File: config.mk
export PLATFORM = sky130hd
export DESIGN_NAME = i2c_bus_clear
export DESIGN_NICKNAME = d
export VERILOG_FILES = /design/src/rtl/busclr_pkg.sv /design/src/rtl/busclr_dp.sv /design/src/rtl/busclr_ctrl.sv /design/src/rtl/i2c_bus_clear.sv
export SDC_FILE = /design/constraint.sdc
export NUM_CORES = 1
export LEC_CHECK = 0
export ABC_AREA = 1
export BUFFER_PORTS_ARGS = -buffer_cell sky130_fd_sc_hd__buf_2
export CORE_AREA = 2 2 58 81
export DETAILED_ROUTE_END_ITERATION = 10
export DIE_AREA = 0 0 60 83
export MAX_ROUTING_LAYER = met4
export PLACE_DENSITY = 0.53
export SYNTH_ARGS = -nofsm -noshare
export SYNTH_HDL_FRONTEND = slang
export SYNTH_SLANG_ARGS = --single-unit
File: constraint.sdc
create_clock -name clk -period 1.6 [get_ports clk]
set_input_delay 0.16 -clock clk [delete_from_list [all_inputs] [get_ports clk]]
set_output_delay 0.16 -clock clk [all_outputs]
set_load 0.02 [all_outputs]
File: src/rtl/busclr_pkg.sv
package busclr_pkg;

  typedef enum logic [2:0] {
    ST_IDLE,
    ST_PREP,
    ST_LOW,
    ST_HIGH,
    ST_FINISH
  } stateT;

  // strobes from control to datapath
  typedef struct packed {
    logic own;
    logic drvLow;
    logic timerLoad;
    logic cntClr;
    logic cntInc;
    logic capStuck;
    logic setOk;
    logic clrOk;
    logic finish;
  } ctrlT;

  // status from datapath to control
  typedef struct packed {
    logic timerZero;
    logic bothHigh;
    logic lastPulse;
  } statT;

endpackage

File: src/rtl/busclr_dp.sv
module busclr_dp
  import busclr_pkg::*;
#(
  parameter int unsigned CLK_FREQ_HZ = 250_000_000,
  parameter int unsigned PHASE_US    = 10,
  parameter int unsigned MAX_PULSES  = 9
) (
  input  logic clk,
  input  logic rstN,
  input  ctrlT cmd,
  input  logic sclIn,
  input  logic sdaIn,
  output statT st,
  output logic sclDrvLow,
  output logic sdaDrvLow,
  output logic pinSel,
  output logic engReset,
  output logic irqMask,
  output logic done,
  output logic reinitReq,
  output logic success,
  output logic sclStuck
);

  localparam longint unsigned PHASE_CYC_L =
    (64'(CLK_FREQ_HZ) * 64'(PHASE_US) + 64'd999_999) / 64'd1_000_000;
  localparam int unsigned PHASE_CYC = (PHASE_CYC_L < 1) ? 1 : int'(PHASE_CYC_L);
  localparam int unsigned TW = $clog2(PHASE_CYC + 1);
  localparam int unsigned CW = $clog2(MAX_PULSES + 1);
  localparam int unsigned SYNC_STAGES = 2;

  // two-flop synchronisers for both lines
  logic [SYNC_STAGES-1:0] sclSync, sdaSync;
  always_ff @(posedge clk or negedge rstN) begin
    if (!rstN) begin
      sclSync <= '1;
      sdaSync <= '1;
    end else begin
      sclSync <= {sclSync[SYNC_STAGES-2:0], sclIn};
      sdaSync <= {sdaSync[SYNC_STAGES-2:0], sdaIn};
    end
  end

  // bit 0 = SCL, bit 1 = SDA
  logic [1:0] pinsNow;
  assign pinsNow = {sdaSync[SYNC_STAGES-1], sclSync[SYNC_STAGES-1]};

  // phase down-counter
  logic [TW-1:0] phaseTimer;
  always_ff @(posedge clk or negedge rstN) begin
    if (!rstN)                 phaseTimer <= '0;
    else if (cmd.timerLoad)    phaseTimer <= TW'(PHASE_CYC - 1);
    else if (phaseTimer != '0) phaseTimer <= phaseTimer - 1'b1;
  end

  // pulse counter
  logic [CW-1:0] pulseCnt;
  always_ff @(posedge clk or negedge rstN) begin
    if (!rstN)           pulseCnt <= '0;
    else if (cmd.cntClr) pulseCnt <= '0;
    else if (cmd.cntInc) pulseCnt <= pulseCnt + 1'b1;
  end

  // result flags
  always_ff @(posedge clk or negedge rstN) begin
    if (!rstN) begin
      sclStuck <= 1'b0;
      success  <= 1'b0;
    end else begin
      if (cmd.capStuck) sclStuck <= ~pinsNow[0];
      if (cmd.clrOk)      success <= 1'b0;
      else if (cmd.setOk) success <= 1'b1;
    end
  end

  assign st.timerZero = (phaseTimer == '0);
  assign st.bothHigh  = (pinsNow == 2'b11);
  assign st.lastPulse = (pulseCnt == CW'(MAX_PULSES));

  assign sclDrvLow = cmd.drvLow;
  assign sdaDrvLow = 1'b0;
  assign pinSel    = cmd.own;
  assign engReset  = cmd.own;
  assign irqMask   = cmd.own;
  assign done      = cmd.finish;
  assign reinitReq = cmd.finish;

  // checker counter for the pulled-low phase length
  logic [TW:0] lowRun;
  always_ff @(posedge clk or negedge rstN) begin
    if (!rstN)           lowRun <= '0;
    else if (cmd.drvLow) lowRun <= lowRun + 1'b1;
    else                 lowRun <= '0;
  end

  a_r4_pulse_limit: assert property (@(posedge clk) disable iff (!rstN)
    pulseCnt <= CW'(MAX_PULSES));

  a_r5_low_length: assert property (@(posedge clk) disable iff (!rstN)
    (!cmd.drvLow && lowRun != '0) |-> (lowRun == (TW+1)'(PHASE_CYC)));

  a_r1_stuck_holds: assert property (@(posedge clk) disable iff (!rstN)
    !cmd.capStuck |=> $stable(sclStuck));

  a_r8_success_holds: assert property (@(posedge clk) disable iff (!rstN)
    (!cmd.clrOk && !cmd.setOk) |=> $stable(success));

endmodule

File: src/rtl/busclr_ctrl.sv
module busclr_ctrl
  import busclr_pkg::*;
(
  input  logic clk,
  input  logic rstN,
  input  logic startReq,
  input  statT st,
  output ctrlT cmd,
  output logic busy
);

  stateT state, stateNx;

  always_ff @(posedge clk or negedge rstN) begin
    if (!rstN) state <= ST_IDLE;
    else       state <= stateNx;
  end

  always_comb begin
    cmd     = '0;
    stateNx = state;
    unique case (state)
      ST_IDLE: begin
        if (startReq) begin
          cmd.capStuck = 1'b1;
          cmd.clrOk    = 1'b1;
          cmd.cntClr   = 1'b1;
          stateNx      = ST_PREP;
        end
      end
      ST_PREP: begin
        cmd.own       = 1'b1;
        cmd.timerLoad = 1'b1;
        cmd.cntInc    = 1'b1;
        stateNx       = ST_LOW;
      end
      ST_LOW: begin
        cmd.own    = 1'b1;
        cmd.drvLow = 1'b1;
        if (st.timerZero) begin
          cmd.timerLoad = 1'b1;
          stateNx       = ST_HIGH;
        end
      end
      ST_HIGH: begin
        cmd.own = 1'b1;
        if (st.timerZero) begin
          if (st.bothHigh) begin
            cmd.setOk = 1'b1;
            stateNx   = ST_FINISH;
          end else if (st.lastPulse) begin
            stateNx = ST_FINISH;
          end else begin
            cmd.timerLoad = 1'b1;
            cmd.cntInc    = 1'b1;
            stateNx       = ST_LOW;
          end
        end
      end
      ST_FINISH: begin
        cmd.finish = 1'b1;
        stateNx    = ST_IDLE;
      end
      default: stateNx = ST_IDLE;
    endcase
  end

  assign busy = (state == ST_PREP) || (state == ST_LOW) || (state == ST_HIGH);

  a_r7_done_single: assert property (@(posedge clk) disable iff (!rstN)
    cmd.finish |=> (!cmd.finish && !busy));

  a_r6_early_stop: assert property (@(posedge clk) disable iff (!rstN)
    (state == ST_HIGH && st.timerZero && st.bothHigh) |=> cmd.finish);

  a_r9_no_restart: assert property (@(posedge clk) disable iff (!rstN)
    (busy && startReq) |=> !cmd.capStuck);

endmodule

File: src/rtl/i2c_bus_clear.sv
module i2c_bus_clear
  import busclr_pkg::*;
#(
  parameter int unsigned CLK_FREQ_HZ = 250_000_000,
  parameter int unsigned PHASE_US    = 10,
  parameter int unsigned MAX_PULSES  = 9
) (
  input  logic clk,
  input  logic rstN,
  input  logic startReq,
  input  logic sclIn,
  input  logic sdaIn,
  output logic sclDrvLow,
  output logic sdaDrvLow,
  output logic pinSel,
  output logic engReset,
  output logic irqMask,
  output logic busy,
  output logic done,
  output logic success,
  output logic sclStuck,
  output logic reinitReq
);

  ctrlT cmd;
  statT st;

  busclr_ctrl u_ctrl (
    .clk      (clk),
    .rstN     (rstN),
    .startReq (startReq),
    .st       (st),
    .cmd      (cmd),
    .busy     (busy)
  );

  busclr_dp #(
    .CLK_FREQ_HZ (CLK_FREQ_HZ),
    .PHASE_US    (PHASE_US),
    .MAX_PULSES  (MAX_PULSES)
  ) u_dp (
    .clk       (clk),
    .rstN      (rstN),
    .cmd       (cmd),
    .sclIn     (sclIn),
    .sdaIn     (sdaIn),
    .st        (st),
    .sclDrvLow (sclDrvLow),
    .sdaDrvLow (sdaDrvLow),
    .pinSel    (pinSel),
    .engReset  (engReset),
    .irqMask   (irqMask),
    .done      (done),
    .reinitReq (reinitReq),
    .success   (success),
    .sclStuck  (sclStuck)
  );

  a_r2_owned_while_busy: assert property (@(posedge clk) disable iff (!rstN)
    busy |-> (pinSel && engReset && irqMask));

  a_r3_sda_released: assert property (@(posedge clk) disable iff (!rstN)
    !sdaDrvLow);

  a_r7_pins_returned: assert property (@(posedge clk) disable iff (!rstN)
    done |-> (!pinSel && !engReset && !busy && reinitReq));

endmodule

After elaboration in Yosys (flattened, before gate mapping). Index checks and enable logic that the tools add are counted.

$add $sub $neg: 2. Equality and inequality tests: 9. Multiplexer cells: 26. Bitwise operators: 1. Reductions and logical operators: 10.

Operators by type and width (count): $mux 12 (2); $mux 3 (5); $mux 1 (14); $logic_not 12->1 (1); $pmux 3 s4 (1); $reduce_bool 12->1 (1); $sub 12x1->12 const B (1); $mux 4 (2); $eq 3x2->1 const B (2); $ne 2x2->1 const B (3); $reduce_bool 2->1 (3); $add 4x1->4 const B (1); $eq 4x4->1 const B (1); $eq 3x1->1 const B (1); $eq 3x3->1 const B (1); $logic_not 3->1 (1); $pmux 1 s3 (1); $reduce_and 3->1 (1); $reduce_or 3->1 (1); $eq 2x2->1 const B (1); $logic_or 1x1->1 (2); $pmux 1 s2 (1); $not 1->1 (1).

Register bits after elaboration: 25. Input port bits: 5. Output and inout bits: 10. Logic and storage cells: 55.

Logic depth before layout (Yosys ltp). Gate-level depths: netlist of run 1.

Depth after elaboration: 7. Depth in mapped cells: 10. Mapped depth without buffers: 9.

By module. A second synthesis of run 1 with hierarchy kept.

Cells, all modules: 197. Area, all modules: 1508.9 µm².

Modules (own cells, without submodules): busclr_dp (instances 1, cells each 153, area each 1255.0 µm², sequential area each 555.5 µm²); busclr_ctrl (instances 1, cells each 44, area each 254.0 µm², sequential area each 75.1 µm²).

Worst setup path before layout of run 1. No wires, ideal clock.

Path kind: register to register. Start: register u_dp.phaseTimer[0]. End: register u_dp.phaseTimer[5]. Library setup time: 114 ps. Data arrival time: 1368 ps. Data required time: 1486 ps. Slack: 117 ps. Stages on the path, launching flop included: 11. Buffers on the path: 1. Period minus slack after synthesis: 1483 ps. Path through: dfrtp_1 inv_1 ha_1 nand2_1 nor2_4 nand2_4 nand2_4 nand2_4 buf_6 nand3b_1 inv_1.

Cells in the longest elaborated chain, start to end: 4. Elaborated cells on any way between the ends: 9. Classes of those cells: add/sub: 1; mux: 5; reduce/logical: 3.

RTL lines: from (decl) (line busclr_dp.sv:49) `logic [TW-1:0] phaseTimer;`; from (signal assigned) (line busclr_dp.sv:52) `else if (cmd.timerLoad) phaseTimer <= TW'(PHASE_CYC - 1);`; from (signal assigned) (line busclr_dp.sv:53) `else if (phaseTimer != '0) phaseTimer <= phaseTimer - 1'b1;`; parallel branches: the longest is 4 deep, another holds $sub 12x1->12.

Parallel ways; which one is timed is not known. The select of a mux whose other input is x is not followed. A chain may end at the register's enable or synchronous reset.

Final worst setup path of run 1.
Start: register u_dp.phaseTimer[1]. End: register u_dp.phaseTimer[2].

The elaborated chain is that of the path after synthesis.

==> flow_summary_export.csv, run 1 <==
group,metric,value,unit
timing,finalCriticalPeriod,1.50,ns
placement,hpwl,2.17,mm
timing,finalHoldViolCount,0,
power_and_ir_drop,vdd_drop_max,0.353,mV
setup_path,cp.required,1.76,ns
floorplanning,pin_count,15,
routing,post_drt_via_cell_ratio,4.46,
logic_synthesis,synth_enable_flop_cells,0,
global_routing,grt_first_pass_wirelength,4.94,mm
logic_synthesis,synth_seq_area_share,43.9,%
floorplanning,floorplan.die_area,4980,sq um
logic_synthesis,ys_dominant_reg_cell,"dfrtp_1",
global_routing,grt_pass1_vias,1110,
power_and_ir_drop,p_seq_share,61.8,%
setup_path,regToRegEndpoint,"u_dp.phaseTimer[2]",
setup_path,criticalPathCategory,"register to register",
setup_path,worst_path_max_delay_cell,"dfrtp_1",
timing,timing.max_slew.rel_slack,62.7,%
timing,unrepaired_setup_endpoints_after_global_routing,"true",
timing,fin_worst_hold_slack,0.276,ns
final_layout,final_cells,255,
floorplanning,floorplan.initialDensity,33.9,%
worst_hold_path,hp-class,"input pin to register",
timing,achievable-frequency,667,MHz
cts,ctsLongestPathBuffers,2,
setup_path,critical_path_peak_fanout,13,
cts,ctsRootBufferMaster,"clkbuf_8",
cts,cts_max_level,1,
setup_path,ff2ff_path_depth,8,
final_layout,final_net_count,205,
setup_path,critical_path.n_buffers_inverters,1,
power_and_ir_drop,leak,0.000880,uW
final_layout,num-fill-cells,443,
routing,route.final.wire_length,2.92,mm
final_layout,sequential_cell_area,631,sq um
logic_synthesis,yosysUniqueCellTypes,27,
cts,postCtsSetupBuffers,0,
global_routing,maximum_number_of_pins_on_one_net_before_global_route_repair,26,
timing,setup_viol_count_final,0,
timing,fin_tns_setup,0,ns
cts,cts_tree,"built",
cts,worst_skew_pair.late_latency,0.27,ns
floorplanning,die_height,83,microns
setup_path,critical-path-top-cell-by-count,"nand2_4",
setup_path,element_type_at_the_critical_path_start,"register",
timing,fin_worst_skew,0.00415,ns
logic_synthesis,synth.cell_area,1440,sq um
placement,gpl.final_weighted_congestion,0.761,
logic_synthesis,synth-xor-area-share,2.44,%
power_and_ir_drop,switchingPower,212,uW
routing,first_pass_iters,4,
setup_path,crit_family,"simple AND/OR/NAND/NOR gates",
global_routing,globalRoute.totalOverflow,0,
final_layout,drive_gt1_share,19.5,%
placement,port-buffer-count,13,
setup_path,regToRegStartpoint,"u_dp.phaseTimer[1]",
floorplanning,floorplan.core_area,4240,sq um
routing,number_of_nets_with_antenna_violations_after_routing,0,
logic_synthesis,post_synth_and_or_nand_nor_area_fraction,35.7,%
setup_path,max_incr_delay_on_cp,0.41,ns
logic_synthesis,synth.net_count,186,
final_layout,layout_commonest_cell,"nand2_1",
power_and_ir_drop,power_per_cell_area,630,nW/um^2
logic_synthesis,postSynthRegisterBits,25,
setup_path,critical_path.endpoint_type,"register",
final_layout,flow.area_growth_from_synthesis,14.8,%
logic_synthesis,multiplexer_share_of_the_synthesized_area,0,%
floorplanning,fp.dieW,60,microns
power_and_ir_drop,switching_share,20.4,%
setup_path,worst-endpoint-arrival,1.66,ns
global_routing,grt_use_total,13.1,%
worst_hold_path,timing.hold.worst_endpoint,"u_ctrl.state[2]",
logic_synthesis,synth_top_family_by_area,"simple AND/OR/NAND/NOR gates",
timing,slew_violations,0,
cts,cts_made_buffers,3,
outcome,result_of_the_run,"complete, no violations",
logic_synthesis,synth-adder-area-share,3.48,%
final_layout,postLayoutCoreUtil,38.9,%
routing,detail_route.wl_per_cell,11.4,microns
routing,vias,1138,
floorplanning,placementRows,28,
timing,timing.final.crit_share,93.6,%
logic_synthesis,synth-warning-count,0,
global_routing,antenna_found_initial,0,
logic_synthesis,asyncSetResetFlopFracSynth,100,%
cts,cts_num_sinks,25,
worst_hold_path,worstHoldStart,"startReq",
routing,drc_errors,0,
logic_synthesis,average_footprint_of_a_synthesized_cell,8.12,sq um
final_layout,most-common-layout-cells,"38 x nand2_1, 23 x inv_1, 22 x nand3_1",
logic_synthesis,synth_cells,177,
setup_path,crit_path_cell_trace,"inv_1 -> ha_1 -> nand2_1 -> nor2_4 -> nand2_4 -> nand2_4 -> nand2_8 -> and3_1",
routing,first_iter_violations,23,
placement,numPlacedInstances,248,
final_layout,footprint_of_the_multi_input_gates,684,sq um
power_and_ir_drop,power.clock.fraction,35.7,%
timing,max_slew.worst_pin.slew,0.559,ns
final_layout,diodes,0,
logic_synthesis,compound_gate_portion_of_the_synthesized_area,4.61,%
setup_path,setup.reg_to_reg.worst_slack,0.10,ns
power_and_ir_drop,p_comb_share,2.5,%
worst_hold_path,min_delay_path_depth,3,
cts,path_clk_slew,0.08,ns
run,timing.max_cap.violations,0,
power_and_ir_drop,internal-power,827,uW
## per-stage QoR
| stage | area (sq um) | power [uW] | worst slack, ns |
|---|---|---|---|
| 2_1_floorplan | 1440 | 660 | 0.117 |
| 3_3_place_gp | 1560 | 677 | 0.0993 |
| 3_5_place_dp | 1560 | 677 | 0.0795 |
| 4_1_cts | 1630 | 1060 | 0.0205 |
| 5_1_grt | 1650 | 1090 | -0.0127 |
| 6_report | 1650 | 1040 | 0.102 |
## power groups by stage
stage	combinational (uW)	sequential (uW)	clock (uW)
finish	26.4	642	371
global route	30.7	643	414
CTS	28.0	642	388
detailed placement	22.3	654	0
global placement	22.3	654	0
floorplan	5.69	654	0
## cell type report
cell class	count	area share [%]
clock buffers	4	2.73
inverters	26	5.91
multi-input cells	121	41.5
flip-flops and latches	25	38.2
well taps	60	4.55
repair buffers	19	7.13
## worst max-delay path by stage
| stage | cells past startpoint | startpoint | to |
|---|---|---|---|
| after detailed placement | 8 | u_dp.phaseTimer[0] | u_dp.phaseTimer[2] |
| after global placement | 8 | u_dp.phaseTimer[0] | u_dp.phaseTimer[2] |
| after CTS | 4 | u_ctrl.state[1] | irqMask |
| after floorplan | 10 | u_dp.phaseTimer[0] | u_dp.phaseTimer[5] |
| final | 8 | u_dp.phaseTimer[1] | u_dp.phaseTimer[2] |
| after global routing | 9 | u_dp.phaseTimer[1] | u_dp.pulseCnt[3] |
## sequential cells by signal, summed over array words and instances, names as in the netlist
name	flops
u_dp.success	1
u_dp.pulseCnt	4
u_dp.sdaSync	2
u_dp.sclSync	2
u_dp.sclStuck	1
u_dp.phaseTimer	12
u_ctrl.state	3
## per-layer routing
metal	vias up	routed length (microns)	global-route usage, %
met3	4	60	1.87
li1	594	-	-
met2	13	1590	22.7
met1	527	1240	15.3
met5	-	0	-
met4	0	29	3.64
## logic make-up (layout without fill, tap and decap cells)
kind of cell,after synthesis,in the layout
other,1,1
buffers and inverters,31,49
adders and majority gates,4,4
and+or+nand+nor,100,100
DFF,25,25
xor gates and xnor gates,4,4
AOI/OAI and AO/OA,12,12
## cells in the mapped netlist, drive strengths merged, types with 2 or more instances
cell type,instances,area share [%]
inv,26,6.8
a21oi,2,0.70
xor2,3,1.8
dfrtp,21,37
nor3,2,1.0
nand3,23,8.0
buf,5,2.9
and3,2,0.87
nand3b,4,2.1
nand2,43,13
dfstp,4,7.3
ha,4,3.5
nand4,4,1.7
nor2,22,8.6
o21ai,8,2.8
## repair_timing
action                                  4_1_cts  5_1_grt
endpoints found under the setup margin        0       15
endpoints found under the hold margin        23        0
hold buffers                                  3        0
resized for setup                             0        4
## tightest hold or removal path, delay by kind of cell
kind,cells,cell delay [ns]
buffers and inverters,1,0.09
AND/OR/NAND/NOR,2,0.26
Power figures use the tool's default switching activity.
==> inputs of run 2 (changes only) <==
--- a/config.mk
+++ b/config.mk
@@ -6,12 +6,12 @@
 export NUM_CORES = 1
 export LEC_CHECK = 0
 export ABC_AREA = 1
-export BUFFER_PORTS_ARGS = -buffer_cell sky130_fd_sc_hd__buf_2
 export CORE_AREA = 2 2 58 81
 export DETAILED_ROUTE_END_ITERATION = 10
 export DIE_AREA = 0 0 60 83
+export DONT_BUFFER_PORTS = 1
 export MAX_ROUTING_LAYER = met4
-export PLACE_DENSITY = 0.53
+export PLACE_DENSITY = 0.49
 export SYNTH_ARGS = -nofsm -noshare
 export SYNTH_HDL_FRONTEND = slang
 export SYNTH_SLANG_ARGS = --single-unit
==> constraint.sdc (replaced) <==
create_clock -name clk -period 1.5 [get_ports clk]
set_input_delay 0.15 -clock clk [delete_from_list [all_inputs] [get_ports clk]]
set_output_delay 0.15 -clock clk [all_outputs]
set_load 0.02 [all_outputs]
==> run 2 against run 1 <==
Cell area grew 5.5%. Clock-buffer cell count shrank 1. Clock skew grew 0.0095 ns. Non-clock buffer count shrank 1. Worst setup slack lost 0.026 ns. Final cell count is the same. First-iteration DRC count grew 83%.
==> flow_summary_export.csv, run 2 (synthesized netlist as in run 1, its figures left out) <==
group,metric,value,unit
setup_path,element_type_at_the_critical_path_start,"register",
cts,ctsRootBufferMaster,"clkbuf_8",
setup_path,cp.required,1.68,ns
final_layout,most-common-layout-cells,"35 x nand2_1, 22 x inv_1, 21 x nand3_1",
setup_path,critical_path.endpoint_type,"register",
timing,slew_violations,0,
cts,cts_max_level,1,
final_layout,largest_reg_flops,12,
routing,first_pass_iters,4,
final_layout,num-fill-cells,439,
cts,cts_made_buffers,3,
setup_path,regToRegEndpoint,"u_dp.phaseTimer[2]",
worst_hold_path,hp-class,"input pin to register",
cts,worst_skew_pair.late_latency,0.28,ns
setup_path,worst-endpoint-arrival,1.61,ns
cts,ctsLongestPathBuffers,2,
routing,first_iter_violations,42,
power_and_ir_drop,power.clock.fraction,37.4,%
cts,cts_num_sinks,25,
final_layout,postLayoutCoreUtil,41.1,%
power_and_ir_drop,switching_share,22.6,%
power_and_ir_drop,p_comb_share,2.6,%
floorplanning,die_height,83,microns
floorplanning,pin_count,15,
power_and_ir_drop,internal-power,884,uW
worst_hold_path,timing.hold.worst_endpoint,"u_ctrl.state[0]",
timing,setup_viol_count_final,0,
routing,detail_route.wl_per_cell,11.7,microns
global_routing,antenna_found_initial,0,
placement,placement.cell_area,1550,sq um
power_and_ir_drop,p_seq_share,60.0,%
final_layout,layout_commonest_cell,"nand2_1",
placement,preCtsSetupSlack,0.0330,ns
setup_path,regToRegStartpoint,"u_dp.phaseTimer[2]",
run,timing.max_cap.violations,0,
global_routing,globalRoute.totalOverflow,0,
floorplanning,floorplan.core_area,4240,sq um
placement,hpwl,2.18,mm
final_layout,drive_gt1_share,24.1,%
power_and_ir_drop,leak,0.000896,uW
setup_path,setup.reg_to_reg.worst_slack,0.08,ns
timing,achievable-frequency,702,MHz
routing,post_drt_via_cell_ratio,4.51,
power_and_ir_drop,switchingPower,259,uW
global_routing,grt_pass1_vias,1118,
cts,path_clk_slew,0.10,ns
routing,route.final.wire_length,2.99,mm
floorplanning,floorplan.die_area,4980,sq um
global_routing,grt_first_pass_wirelength,4.95,mm
final_layout,final_net_count,205,
placement,gpl.final_weighted_congestion,0.823,
final_layout,largest-register,"u_dp.phaseTimer",
timing,worst_slack,0.0757,ns
global_routing,grt_use_total,13.0,%
final_layout,diodes,0,
placement,port-buffer-count,0,
power_and_ir_drop,vdd_drop_max,0.357,mV
timing,finalCriticalPeriod,1.42,ns
cts,cts_tree,"built",
setup_path,criticalPathCategory,"register to register",
timing,fin_worst_skew,0.0136,ns
global_routing,maximum_number_of_pins_on_one_net_before_global_route_repair,26,
final_layout,flow.area_growth_from_synthesis,21.1,%
outcome,result_of_the_run,"complete, no violations",
floorplanning,fp.dieW,60,microns
timing,finalHoldViolCount,0,
timing,unrepaired_setup_endpoints_after_global_routing,"true",
final_layout,largestRegisters,"u_dp.phaseTimer x12, u_dp.pulseCnt x4, u_ctrl.state x3",
final_layout,final_area,1740,sq um
setup_path,critical_path_peak_fanout,13,
timing,timing.final.crit_share,95.0,%
power_and_ir_drop,power_per_cell_area,656,nW/um^2
setup_path,ff2ff_path_depth,7,
routing,vias,1149,
worst_hold_path,min_delay_path_depth,3,
floorplanning,placementRows,28,
routing,drc_errors,0,
routing,number_of_nets_with_antenna_violations_after_routing,0,
worst_hold_path,worstHoldStart,"startReq",
floorplanning,floorplan.initialDensity,33.9,%
run 2: cell types whose count changed in the layout (fill, tap and decap cells not counted), moves of 2 or more:
cell | before | now
o21ai_0 | 7 | 5
nand2_1 | 38 | 35
nand2_2 | 1 | 5
buf_4 | 3 | 12
buf_2 | 13 | 0
buf_12 | 0 | 2
run 2: how the worst max path moves through the flow:
stage | start | depth (start not counted) | end
finish | u_dp.phaseTimer[2] | 7 | u_dp.phaseTimer[2]
global route | u_dp.phaseTimer[1] | 8 | u_dp.phaseTimer[2]
CTS | u_dp.phaseTimer[0] | 8 | u_dp.phaseTimer[2]
detailed placement | u_dp.phaseTimer[0] | 8 | u_dp.phaseTimer[2]
global placement | u_dp.phaseTimer[0] | 8 | u_dp.phaseTimer[2]
floorplan | u_dp.phaseTimer[0] | 10 | u_dp.phaseTimer[5]
run 2: final cells by class:
type | instances | area [sq um] | share of cell area (%)
Multi-Input combinational cell | 122 | 717 | 41.2
Sequential cell | 25 | 632 | 36.3
Tap cell | 60 | 75.1 | 4.31
Inverter | 26 | 97.6 | 5.60
Clock buffer | 3 | 41.3 | 2.37
Timing Repair Buffer | 18 | 171 | 9.84
Clock inverter | 1 | 7.51 | 0.431
run 2: metrics by stage:
step                setup TNS [ns]  power (uW)  cells  hold WS [ns]
finish                           0        1140    255         0.163
detailed placement               0         703    241        -0.145
global route               -0.0134        1180    255         0.162
floorplan                        0         704    177        -0.146
global placement                 0         703    241        -0.145
CTS                              0        1150    249         0.163
run 2: routing by layer:
metal | track usage [%] | up-vias | share of wire [%]
li1 | - | 599 | -
met4 | 3.64 | 0 | 1.8
met3 | 2.02 | 5 | 2.0
met2 | 21.5 | 11 | 54
met1 | 15.9 | 534 | 42
met5 | - | - | 0
run 2: repair_timing:
action	in CTS	in global routing
hold buffers	4	0
gates cloned	0	1
pin swaps	0	3
gates resized for setup	3	12
setup buffers	0	5
hold endpoints to repair	27	0
setup endpoints to repair	4	17
run 2: power groups by stage:
stage	combinational (uW)	clock, uW	sequential, uW
after floorplan	6.07	0	698
after CTS	31.5	432	685
final	30.2	427	685
after global placement	5.00	0	698
after global routing	34.5	463	686
after detailed placement	4.92	0	698
run 2: worst max-delay path, cell delays in order (launching register included):
cell and delay, ns:
dfrtp_2 0.45, nor2_4 0.16, nand2_2 0.08, nor2_4 0.16
nand2_4 0.10, nand2_4 0.12, nand2_8 0.09, and3_1 0.16
